===== config.mk =====
export PLATFORM = sky130hd
export DESIGN_NAME = isqrt_engine
export DESIGN_NICKNAME = d
export VERILOG_FILES = /design/src/rtl/isqrt_pkg.sv /design/src/rtl/isqrt_seed.sv /design/src/rtl/isqrt_step.sv /design/src/rtl/isqrt_ctrl.sv /design/src/rtl/isqrt_engine.sv
export SDC_FILE = /design/constraint.sdc
export NUM_CORES = 1
export LEC_CHECK = 0
export BUFFER_PORTS_ARGS = -buffer_cell sky130_fd_sc_hd__buf_2
export CAP_MARGIN = 0
export CORE_MARGIN = 3
export CORE_UTILIZATION = 65
export CTS_BUF_LIST = sky130_fd_sc_hd__clkbuf_16
export DETAILED_ROUTE_END_ITERATION = 10
export GPL_TIMING_DRIVEN = 0
export PLACE_DENSITY_LB_ADDON = 0.3
export SLEW_MARGIN = 40
export SYNTH_ARGS = -nofsm -noshare
export SYNTH_HDL_FRONTEND = slang
export SYNTH_HIERARCHICAL = 1
export SYNTH_SLANG_ARGS = --single-unit

===== constraint.sdc =====
create_clock -name clk -period 8.2 [get_ports clk]
set_input_delay 0.41 -clock clk [delete_from_list [all_inputs] [get_ports clk]]
set_output_delay 0.41 -clock clk [all_outputs]
set_load 0.05 [all_outputs]

===== src/rtl/isqrt_pkg.sv =====
package isqrt_pkg;

  typedef enum logic [1:0] {
    SQ_IDLE = 2'd0,
    SQ_RUN  = 2'd1,
    SQ_HOLD = 2'd2
  } sq_state_e;

endpackage


===== src/rtl/isqrt_seed.sv =====
// Finds the largest power of four not above the operand, as a one-hot vector.
module isqrt_seed #(
  parameter int W = 32
) (
  input  logic [W-1:0] operand,
  output logic [W-1:0] seed,
  output logic         seed_zero
);
  localparam int NPAIR = W / 2;

  logic [NPAIR-1:0] pair_hit;

  for (genvar p = 0; p < NPAIR; p++) begin : g_pair
    assign pair_hit[p] = operand[2*p] | operand[2*p+1];
  end

  always_comb begin
    seed = '0;
    for (int j = 0; j < NPAIR; j++) begin
      if (pair_hit[j]) seed = W'(1) << (2 * j);
    end
  end

  assign seed_zero = ~|pair_hit;
endmodule


===== src/rtl/isqrt_step.sv =====
// One digit-by-digit iteration: trial subtract, shift result, shift marker.
module isqrt_step #(
  parameter int W = 32
) (
  input  logic [W-1:0] rem_cur,
  input  logic [W-1:0] acc_cur,
  input  logic [W-1:0] mark_cur,
  output logic [W-1:0] rem_nxt,
  output logic [W-1:0] acc_nxt,
  output logic [W-1:0] mark_nxt,
  output logic         last
);
  logic [W:0] trial;
  logic       fits;

  always_comb begin
    trial    = {1'b0, acc_cur} + {1'b0, mark_cur};
    fits     = ({1'b0, rem_cur} >= trial);
    mark_nxt = mark_cur >> 2;
    if (fits) begin
      rem_nxt = rem_cur - trial[W-1:0];
      acc_nxt = (acc_cur >> 1) + mark_cur;
    end else begin
      rem_nxt = rem_cur;
      acc_nxt = acc_cur >> 1;
    end
    last = (mark_nxt == '0);
  end
endmodule


===== src/rtl/isqrt_ctrl.sv =====
// Sequencer: idle, iterate, hold result until taken.
module isqrt_ctrl
  import isqrt_pkg::*;
(
  input  logic clk,
  input  logic rst_n,
  input  logic in_valid,
  input  logic out_ready,
  input  logic seed_zero,
  input  logic step_last,
  output logic in_ready,
  output logic out_valid,
  output logic load_en,
  output logic step_en
);
  sq_state_e st_q, st_d;

  always_comb begin
    st_d = st_q;
    unique case (st_q)
      SQ_IDLE: if (in_valid) st_d = seed_zero ? SQ_HOLD : SQ_RUN;
      SQ_RUN:  if (step_last) st_d = SQ_HOLD;
      SQ_HOLD: if (out_ready) st_d = SQ_IDLE;
      default: st_d = SQ_IDLE;
    endcase
  end

  always_ff @(posedge clk or negedge rst_n) begin
    if (!rst_n) st_q <= SQ_IDLE;
    else        st_q <= st_d;
  end

  assign in_ready  = (st_q == SQ_IDLE);
  assign out_valid = (st_q == SQ_HOLD);
  assign load_en   = (st_q == SQ_IDLE) && in_valid;
  assign step_en   = (st_q == SQ_RUN);
endmodule


===== src/rtl/isqrt_engine.sv =====
module isqrt_engine #(
  parameter int RAD_W = 32,
  localparam int RES_W = RAD_W / 2
) (
  input  logic             clk,
  input  logic             rst_n,
  input  logic             in_valid,
  output logic             in_ready,
  input  logic [RAD_W-1:0] in_data,
  output logic             out_valid,
  input  logic             out_ready,
  output logic [RES_W-1:0] out_root
);
  logic [RAD_W-1:0] rem_q, acc_q, pow_q;
  logic [RAD_W-1:0] rem_n, acc_n, pow_n;
  logic [RAD_W-1:0] seed;
  logic             seed_zero, step_last, load_en, step_en;

  isqrt_seed #(.W(RAD_W)) u_seed (
    .operand   (in_data),
    .seed      (seed),
    .seed_zero (seed_zero)
  );

  isqrt_step #(.W(RAD_W)) u_step (
    .rem_cur  (rem_q),
    .acc_cur  (acc_q),
    .mark_cur (pow_q),
    .rem_nxt  (rem_n),
    .acc_nxt  (acc_n),
    .mark_nxt (pow_n),
    .last     (step_last)
  );

  isqrt_ctrl u_ctrl (
    .clk       (clk),
    .rst_n     (rst_n),
    .in_valid  (in_valid),
    .out_ready (out_ready),
    .seed_zero (seed_zero),
    .step_last (step_last),
    .in_ready  (in_ready),
    .out_valid (out_valid),
    .load_en   (load_en),
    .step_en   (step_en)
  );

  always_ff @(posedge clk or negedge rst_n) begin
    if (!rst_n) begin
      rem_q <= '0;
      acc_q <= '0;
      pow_q <= '0;
    end else if (load_en) begin
      rem_q <= in_data;
      acc_q <= '0;
      pow_q <= seed;
    end else if (step_en) begin
      rem_q <= rem_n;
      acc_q <= acc_n;
      pow_q <= pow_n;
    end
  end

  assign out_root = acc_q[RES_W-1:0];
endmodule


==> out/metrics.sh, run 1 <==
OUTCOME='finished, final reports clean'
MIN_PATH_TYPE='input port to flop'
DRIVE_GT1_SHARE_PCT=12.3
EDFF_COUNT_SYNTH=0
MIN_PERIOD_OVER_PERIOD_PCT=76.7
GLOBALROUTE.TOTALOVERFLOW=0
SYNTH_SEQ_CELLS=98
TOP_LEVEL_PORTS=54
FINALHOLDVIOLATIONS=0
MOSTFREQUENTLAYOUTCELL='sky130_fd_sc_hd__nand2_1'
WORST_SLEW_MARGIN_REL_PCT=57.3
VIAS_PER_CELL=6.37
CLK_PIN_SLEW_WORST_PATHS_PS=70
GRT_USE_TOTAL_PCT=34.0
ARRIVAL_PS=6540
CTS_SETUP_BUFFERS=0
R2R_WORST_PATH_DEPTH=22
INSERTEDDIODECOUNT=0
YS.FLOP_TYPE='sky130_fd_sc_hd__dfrtp_1'
ACHIEVABLE-FREQUENCY_GHz=0.159
CTS-ROOT-TO-SINK-BUFFERS=2
GRT_SETUP_UNREPAIRED='no'
CRIT_TYPE='flop to flop'
GRT_START_MAX_NET_PINS=54
CTSHTREEMAXLEVEL=3
TIMING.CRITICAL_PATH.BUF_INV=3
DIE_WIDTH_UM=135
VIA_COUNT=10500
DRTANTENNAVIOLNETS=0
DRT-WIRELENGTH-PER-CELL_UM=18.7
DETAIL_ROUTE.FIRST_PASS.ITERATIONS=6
PATH_DEPTH=22
CTS_TREE='done'
NFILLCELLS=1314
WORSTPATHMAXFANOUT=10
POSTSYNTH.ASYNCRESETSHARE_PCT=100
CLOCK_LATENCY_AT_THE_LATER_PIN_OF_THE_WORST_SKEW_PAIR_PS=360
GLOBAL_ROUTE_WIRE_LENGTH_BEFORE_REPAIR_MM=49.8
YS_TYPES=76
FLOORPLAN.ROWS=46
DRC=0
FINALCRITICALPERIOD_PS=6290
PLACEMENT.IO_BUFFERS=53
FINAL_NETS=1567
R2R-START='acc_q[1]'
WORSTPATHCELLLIST='ha_1 > a211oi_1 > o21bai_1 > o311a_1 > a21oi_1 > o21ai_0 > and2_1 > a32oi_1 > xor2_1 > ha_1 > clkbuf_1 > nand3_1 > or3_1 > o21ai_0 > a21oi_1 > o221ai_1 > o311ai_4 > buf_6 > buf_6 > o41ai_1 > mux2i_1 > o21ai_0'
CRITPATHSLOWESTCELL='sky130_fd_sc_hd__dfrtp_1'
CLOCK_SKEW_AFTER_LAYOUT_PS=8.57
POST_CTS.RESIZED_INSTANCES=0
SYNTHESIS.AREA_SQ_UM=10800
SYNTH.AVG_CELL_AREA_SQ_UM=8.03
HPWL_MM=23.5
CRIT_PATH_END_KIND='flop'
CORE_AREA_SQ_UM=16100
DIE-AREA_SQ_UM=18300
WORST-R2R-SETUP-SLACK_PS=1910
CRIT_PATH_END='rem_q[31]'
REPORT.FINAL.SLEW_VIOL_COUNT=0
CRITICAL_PATH.REG2REG.ENDPOINT='rem_q[31]'
CRIT_PATH_MAX_INCR_DELAY_PS=460
CLOCK-SINKS=98
VIAS_IN_THE_FIRST_GLOBAL_ROUTE=9952
DRV_CAP=0
DRT_WL_TOTAL_MM=30.9
WORST_PATH_DOMINANT_CELL_FAMILY='compound AO/OA/AOI/OAI gates'
LAYOUT.CELLS.MOST_COMMON_LIST='sky130_fd_sc_hd__nand2_1, sky130_fd_sc_hd__o21ai_0, sky130_fd_sc_hd__nor2_1'
CTS_MADE_BUFFERS=9
DRTITER0DRC=1092
WORST-ENDPOINT-REQUIRED_PS=8450
YOSYSWARNINGCOUNT=6
CP-START-KIND='flop'
WORST_PIN_SLEW_PS=633
ANTENNA_VIOLATIONS_BEFORE_REPAIR=0
DIE_H_UM=135
SETUP-TNS-FINAL_PS=0
INITIAL_UTILIZATION_PCT=67.3
ROUTABILITYCONGESTION=0.971
CP-STARTPOINT='acc_q[1]'
AREAGROWTHSYNTHTOFINISH_PCT=8.85
SETUP_VIOL_COUNT_FINAL=0
POSTCTSHOLDBUFS=1
CTSROOTBUFFERMASTER='sky130_fd_sc_hd__clkbuf_16'
YS_SEQ_AREA_SHARE_PCT=22.6
CPMOSTUSEDCELL='sky130_fd_sc_hd__o21ai_0'
POSTSYNTHCELLCOUNT=1351
flip-flops by register name, indices dropped and copies added (netlist names):
signal,count
acc_q,32
pow_q,32
rem_q,32
u_ctrl/st_q,2
how the worst min path moves through the flow:
stage	startpoint	to	slack (ps)	cells past startpoint
2_1_floorplan	rst_n	acc_q[0]	110	0
3_3_place_gp	u_ctrl/st_q[1]	u_ctrl/st_q[0]	500	1
3_5_place_dp	rst_n	rem_q[31]	350	1
4_1_cts	in_data[3]	rem_q[3]	270	3
5_1_grt	in_data[3]	rem_q[3]	300	3
6_report	in_data[3]	rem_q[3]	280	3
area by class of cell:
cell class	count	area (sq um)	share of cell area, %
clock buffer	9	225	1.91
clock inverter	7	85.1	0.721
inverter	31	116	0.986
multi-input combinational	1116	7490	63.4
sequential	98	2450	20.8
buffer	122	855	7.24
tap	216	270	2.29
timing repair buffer	55	313	2.65
layer usage:
metal	up-vias	global-route usage, %	wire length [um]
met4	0	13.1	1120
met1	4973	46.8	13200
met2	498	54.7	13900
met3	74	4.42	2630
li1	4999	-	-
met5	-	0	0
metrics by stage:
| stage | instances | util, % | instance area (sq um) | hold WS (ps) | worst slack (ps) |
|---|---|---|---|---|---|
| CTS | 1654 | 73.2 | 11800 | 272 | 2050 |
| finish | 1654 | 73.3 | 11800 | 279 | 1910 |
| detailed placement | 1637 | 71.2 | 11500 | 346 | 2220 |
| global route | 1654 | 73.3 | 11800 | 300 | 1580 |
| global placement | 1636 | 71.0 | 11400 | 498 | 2310 |
| floorplan | 1367 | - | 10900 | 114 | 3230 |
kinds of logic after synthesis:
| family | after synthesis | synth area share [%] |
|---|---|---|
| buffers and inverters | 153 | 8.95 |
| AND/OR/NAND/NOR | 395 | 17.1 |
| adder cells (fa/ha/maj) | 98 | 11.5 |
| multiplexers | 103 | 9.57 |
| other | 2 | 0.0692 |
| flip-flops | 98 | 22.6 |
| XOR/XNOR | 78 | 6.30 |
| AO/OA/AOI/OAI | 424 | 23.9 |
tightest hold or removal path: stages:
cell                      delay, ps
sky130_fd_sc_hd__buf_2           90
sky130_fd_sc_hd__nand2_1         40
sky130_fd_sc_hd__o21ai_0         60
cells in the mapped netlist (5+ instances only):
library cell	number	area share (%)
sky130_fd_sc_hd__nor4_1	15	0.87
sky130_fd_sc_hd__nand2b_1	7	0.40
sky130_fd_sc_hd__o31ai_1	12	0.83
sky130_fd_sc_hd__mux2i_1	97	9.0
sky130_fd_sc_hd__xor2_1	35	2.8
sky130_fd_sc_hd__a21o_1	44	3.0
sky130_fd_sc_hd__o21ai_1	11	0.51
sky130_fd_sc_hd__nand2_1	161	5.6
sky130_fd_sc_hd__nor2_1	99	3.4
sky130_fd_sc_hd__dfrtp_1	98	23
sky130_fd_sc_hd__buf_6	7	0.73
sky130_fd_sc_hd__nor2b_1	13	0.75
sky130_fd_sc_hd__mux2_1	5	0.52
sky130_fd_sc_hd__o21bai_1	18	1.2
sky130_fd_sc_hd__clkbuf_1	28	0.97
sky130_fd_sc_hd__ha_1	95	11
sky130_fd_sc_hd__o41ai_1	6	0.48
sky130_fd_sc_hd__o211ai_1	7	0.48
sky130_fd_sc_hd__nor3_1	22	1.0
sky130_fd_sc_hd__buf_2	11	0.51
sky130_fd_sc_hd__o21a_1	14	0.97
sky130_fd_sc_hd__and2_1	7	0.40
sky130_fd_sc_hd__nand4_1	14	0.81
sky130_fd_sc_hd__inv_1	31	1.1
sky130_fd_sc_hd__a31oi_1	11	0.63
sky130_fd_sc_hd__buf_4	70	4.8
sky130_fd_sc_hd__nand3_1	21	0.97
sky130_fd_sc_hd__or3_1	7	0.40
sky130_fd_sc_hd__o21ai_0	157	7.2
sky130_fd_sc_hd__a21oi_1	98	4.5
sky130_fd_sc_hd__and3_1	6	0.35
sky130_fd_sc_hd__xnor2_1	43	3.5
sky130_fd_sc_hd__a41oi_1	7	0.57
sky130_fd_sc_hd__a211oi_1	6	0.42
Power of run 1 is left out: the tool's default activity adds up to more than one toggle a clock period on the data nets, which glitch-free logic cannot reach.
==> run 2: changes to the inputs <==
--- a/config.mk
+++ b/config.mk
@@ -5,6 +5,7 @@
 export SDC_FILE = /design/constraint.sdc
 export NUM_CORES = 1
 export LEC_CHECK = 0
+export ABC_AREA = 1
 export BUFFER_PORTS_ARGS = -buffer_cell sky130_fd_sc_hd__buf_2
 export CAP_MARGIN = 0
 export CORE_MARGIN = 3
==> constraint.sdc (replaced) <==
create_clock -name clk -period 5.8 [get_ports clk]
set_input_delay 0.29 -clock clk [delete_from_list [all_inputs] [get_ports clk]]
set_output_delay 0.29 -clock clk [all_outputs]
set_load 0.05 [all_outputs]
==> run 2 against run 1 <==
  * Count of clock-buffer cells in the layout stayed put
  * Synthesized cell count increased by 52%
  * Sequential share of layout area shrank 2.6 points
  * Critical path depth shrank 2
  * Critical endpoint is now acc_q[1]
  * Largest cell class unchanged
==> out/metrics.sh, run 2 <==
OUTCOME='finished, final reports clean'
SETUP-TNS-FINAL_PS=0
VIAS_IN_THE_FIRST_GLOBAL_ROUTE=13200
HPWL_MM=33.8
CRIT_TYPE='flop to flop'
CP-START-KIND='flop'
WORST-ENDPOINT-REQUIRED_PS=6110
POST_CTS.RESIZED_INSTANCES=0
ROUTABILITYCONGESTION=1.00
VIAS_PER_CELL=5.84
MIN_PATH_TYPE='input port to flop'
POST-PLACE-CELLS=2363
CRITICAL_PATH.REG2REG.ENDPOINT='acc_q[1]'
CRIT_PATH_END_KIND='flop'
ARRIVAL_PS=4930
ANTENNA_VIOLATIONS_BEFORE_REPAIR=0
DRV_CAP=0
DRIVE_GT1_SHARE_PCT=11.3
PLACEMENT.IO_BUFFERS=53
DIE_WIDTH_UM=145
VIA_COUNT=13900
DRT-WIRELENGTH-PER-CELL_UM=17.6
DIE_H_UM=145
SETUP_VIOL_COUNT_FINAL=0
CLOCK-SINKS=98
CP-STARTPOINT='acc_q[0]'
FINAL_CELL_COUNT_NO_FILL=2380
GRT_USE_TOTAL_PCT=39.5
CTSROOTBUFFERMASTER='sky130_fd_sc_hd__clkbuf_16'
MOSTFREQUENTLAYOUTCELL='sky130_fd_sc_hd__nand2_1'
REPORT.FINAL.SLEW_VIOL_COUNT=0
DRC=0
LAYOUT_SETUP_WS_PS=1180
YS_SEQ_AREA_SHARE_PCT=19.6
CTSHTREEMAXLEVEL=3
POSTSYNTH.ASYNCRESETSHARE_PCT=100
DIE-AREA_SQ_UM=20900
YS.FLOP_TYPE='sky130_fd_sc_hd__dfrtp_1'
CTS_MADE_BUFFERS=9
CTS_TREE='done'
GRT_START_MAX_NET_PINS=70
CLOCK_LATENCY_AT_THE_LATER_PIN_OF_THE_WORST_SKEW_PAIR_PS=370
FINAL_NETS=2275
FINALCRITICALPERIOD_PS=4620
CRIT_PATH_END='acc_q[1]'
INITIAL_UTILIZATION_PCT=66.5
YS_TYPES=43
WORSTPATHMAXFANOUT=10
GLOBAL_ROUTE_WIRE_LENGTH_BEFORE_REPAIR_MM=64.4
DRTITER0DRC=1357
GRT_SETUP_UNREPAIRED='no'
SYNTH_SEQ_CELLS=98
LAYOUT.CELLS.MOST_COMMON_LIST='sky130_fd_sc_hd__nand2_1, sky130_fd_sc_hd__nand3_1, sky130_fd_sc_hd__inv_1'
FINAL_UTIL_PCT=71.7
FLOORPLAN.ROWS=50
SYNTHESIS.AREA_SQ_UM=12500
CORE_AREA_SQ_UM=18800
YOSYS-TOP-CELLS-COUNT='sky130_fd_sc_hd__nand2_1, sky130_fd_sc_hd__nand3_1, sky130_fd_sc_hd__inv_1, sky130_fd_sc_hd__nor2_1, sky130_fd_sc_hd__a21oi_1'
DRTANTENNAVIOLNETS=0
SYNTH_TOP_AREA_SHARE_PCT=22.7
TOP_LEVEL_PORTS=54
CLK_PIN_SLEW_WORST_PATHS_PS=80
CTS-ROOT-TO-SINK-BUFFERS=2
WORST_SLEW_MARGIN_REL_PCT=45.4
DETAIL_ROUTE.FIRST_PASS.ITERATIONS=6
MIN_PERIOD_OVER_PERIOD_PCT=79.7
FINALHOLDVIOLATIONS=0
SYNTH.AREA.TOP_CELLS='sky130_fd_sc_hd__nand2_1, sky130_fd_sc_hd__dfrtp_1, sky130_fd_sc_hd__nand3_1'
REG_TOP3='acc_q (32), pow_q (32), rem_q (32)'
WORST_PIN_SLEW_PS=812
ACHIEVABLE-FREQUENCY_GHz=0.216
INSERTEDDIODECOUNT=0
DRT_WL_TOTAL_MM=41.8
AREAGROWTHSYNTHTOFINISH_PCT=7.76
EDFF_COUNT_SYNTH=0
PRE_CTS_SLACK_PS=1370
YOSYS.AREA.TOP_TYPE='sky130_fd_sc_hd__nand2_1'
SYNTH.AVG_CELL_AREA_SQ_UM=6.07
R2R_WORST_PATH_DEPTH=20
NFILLCELLS=1674
CLOCK_SKEW_AFTER_LAYOUT_PS=13.3
POSTSYNTHCELLCOUNT=2059
GLOBALROUTE.TOTALOVERFLOW=0
YOSYSWARNINGCOUNT=6
WORST-R2R-SETUP-SLACK_PS=1180
POST-SYNTH-TOP-COUNT-CELL='sky130_fd_sc_hd__nand2_1'
R2R-START='acc_q[0]'
==> run 2: what timing repair did <==
action	4_1_cts	5_1_grt
hold buffers	1	0
setup buffers	0	0
endpoints found under the hold margin	29	0
==> run 2: metal layers <==
metal  GRT usage [%]  up-vias  routed length [um]
met1            46.8     6380               16200
met2            66.5      610               19400
li1                -     6771                   -
met4            24.0        0                2800
met3            6.98      148                3430
met5               0        -                   0
==> run 2: critical path: stages (launching register included) <==
cell and delay [ps]:
sky130_fd_sc_hd__dfrtp_1 430, sky130_fd_sc_hd__ha_1 260, sky130_fd_sc_hd__fa_1 420, sky130_fd_sc_hd__nand3_1 100, sky130_fd_sc_hd__nand2_1 110, sky130_fd_sc_hd__a21oi_1 290, sky130_fd_sc_hd__o21ai_0 330, sky130_fd_sc_hd__a21oi_1 270
sky130_fd_sc_hd__xor2_1 270, sky130_fd_sc_hd__ha_1 340, sky130_fd_sc_hd__a21oi_1 180, sky130_fd_sc_hd__o21ai_0 120, sky130_fd_sc_hd__a21oi_1 150, sky130_fd_sc_hd__nand3_1 210, sky130_fd_sc_hd__nand3_2 180, sky130_fd_sc_hd__buf_6 250
sky130_fd_sc_hd__buf_6 210, sky130_fd_sc_hd__nand3_1 150, sky130_fd_sc_hd__nand2_1 110, sky130_fd_sc_hd__nand3_1 70, sky130_fd_sc_hd__nand2_1 100
==> run 2: worst min-delay path by stage <==
stage / from / end / slack [ps] / cells past startpoint
global route: in_data[3] / rem_q[3] / 150 / 3
CTS: in_data[3] / rem_q[3] / 140 / 3
detailed placement: rst_n / rem_q[25] / 160 / 1
finish: in_data[3] / rem_q[3] / 150 / 3
floorplan: rst_n / acc_q[0] / -6 / 0
global placement: rem_q[0] / rem_q[0] / 490 / 2
==> run 2: cell type report <==
class / instances / area (sq um) / area share [%]
multi-input cells: 1656 / 8450 / 62.8
flip-flops and latches: 98 / 2450 / 18.2
plain buffers: 122 / 901 / 6.69
inverters: 199 / 747 / 5.55
repair buffers: 55 / 313 / 2.32
well taps: 234 / 293 / 2.18
clock buffers: 9 / 225 / 1.67
clock inverters: 7 / 78.8 / 0.586
==> run 2: through the flow <==
step                area [sq um]  hold WS (ps)
global route               13500           153
detailed placement         13100           164
finish                     13500           149
CTS                        13500           144
floorplan                  12500         -5.59
global placement           13100           489
==> run 2: logic make-up (layout without fill, tap and decap cells) <==
kind of cell               after synthesis  after routing  synth area share, %
other                                    2             18               0.0601
xor gates and xnor gates                53             53                 3.72
buffers and inverters                  321            392                 13.2
adders and majority gates               98             98                 10.0
and+or+nand+nor                       1286           1286                 44.5
AOI/OAI and AO/OA                      201            201                 8.86
DFF                                     98             98                 19.6
Power of run 2 is left out for the same reason.
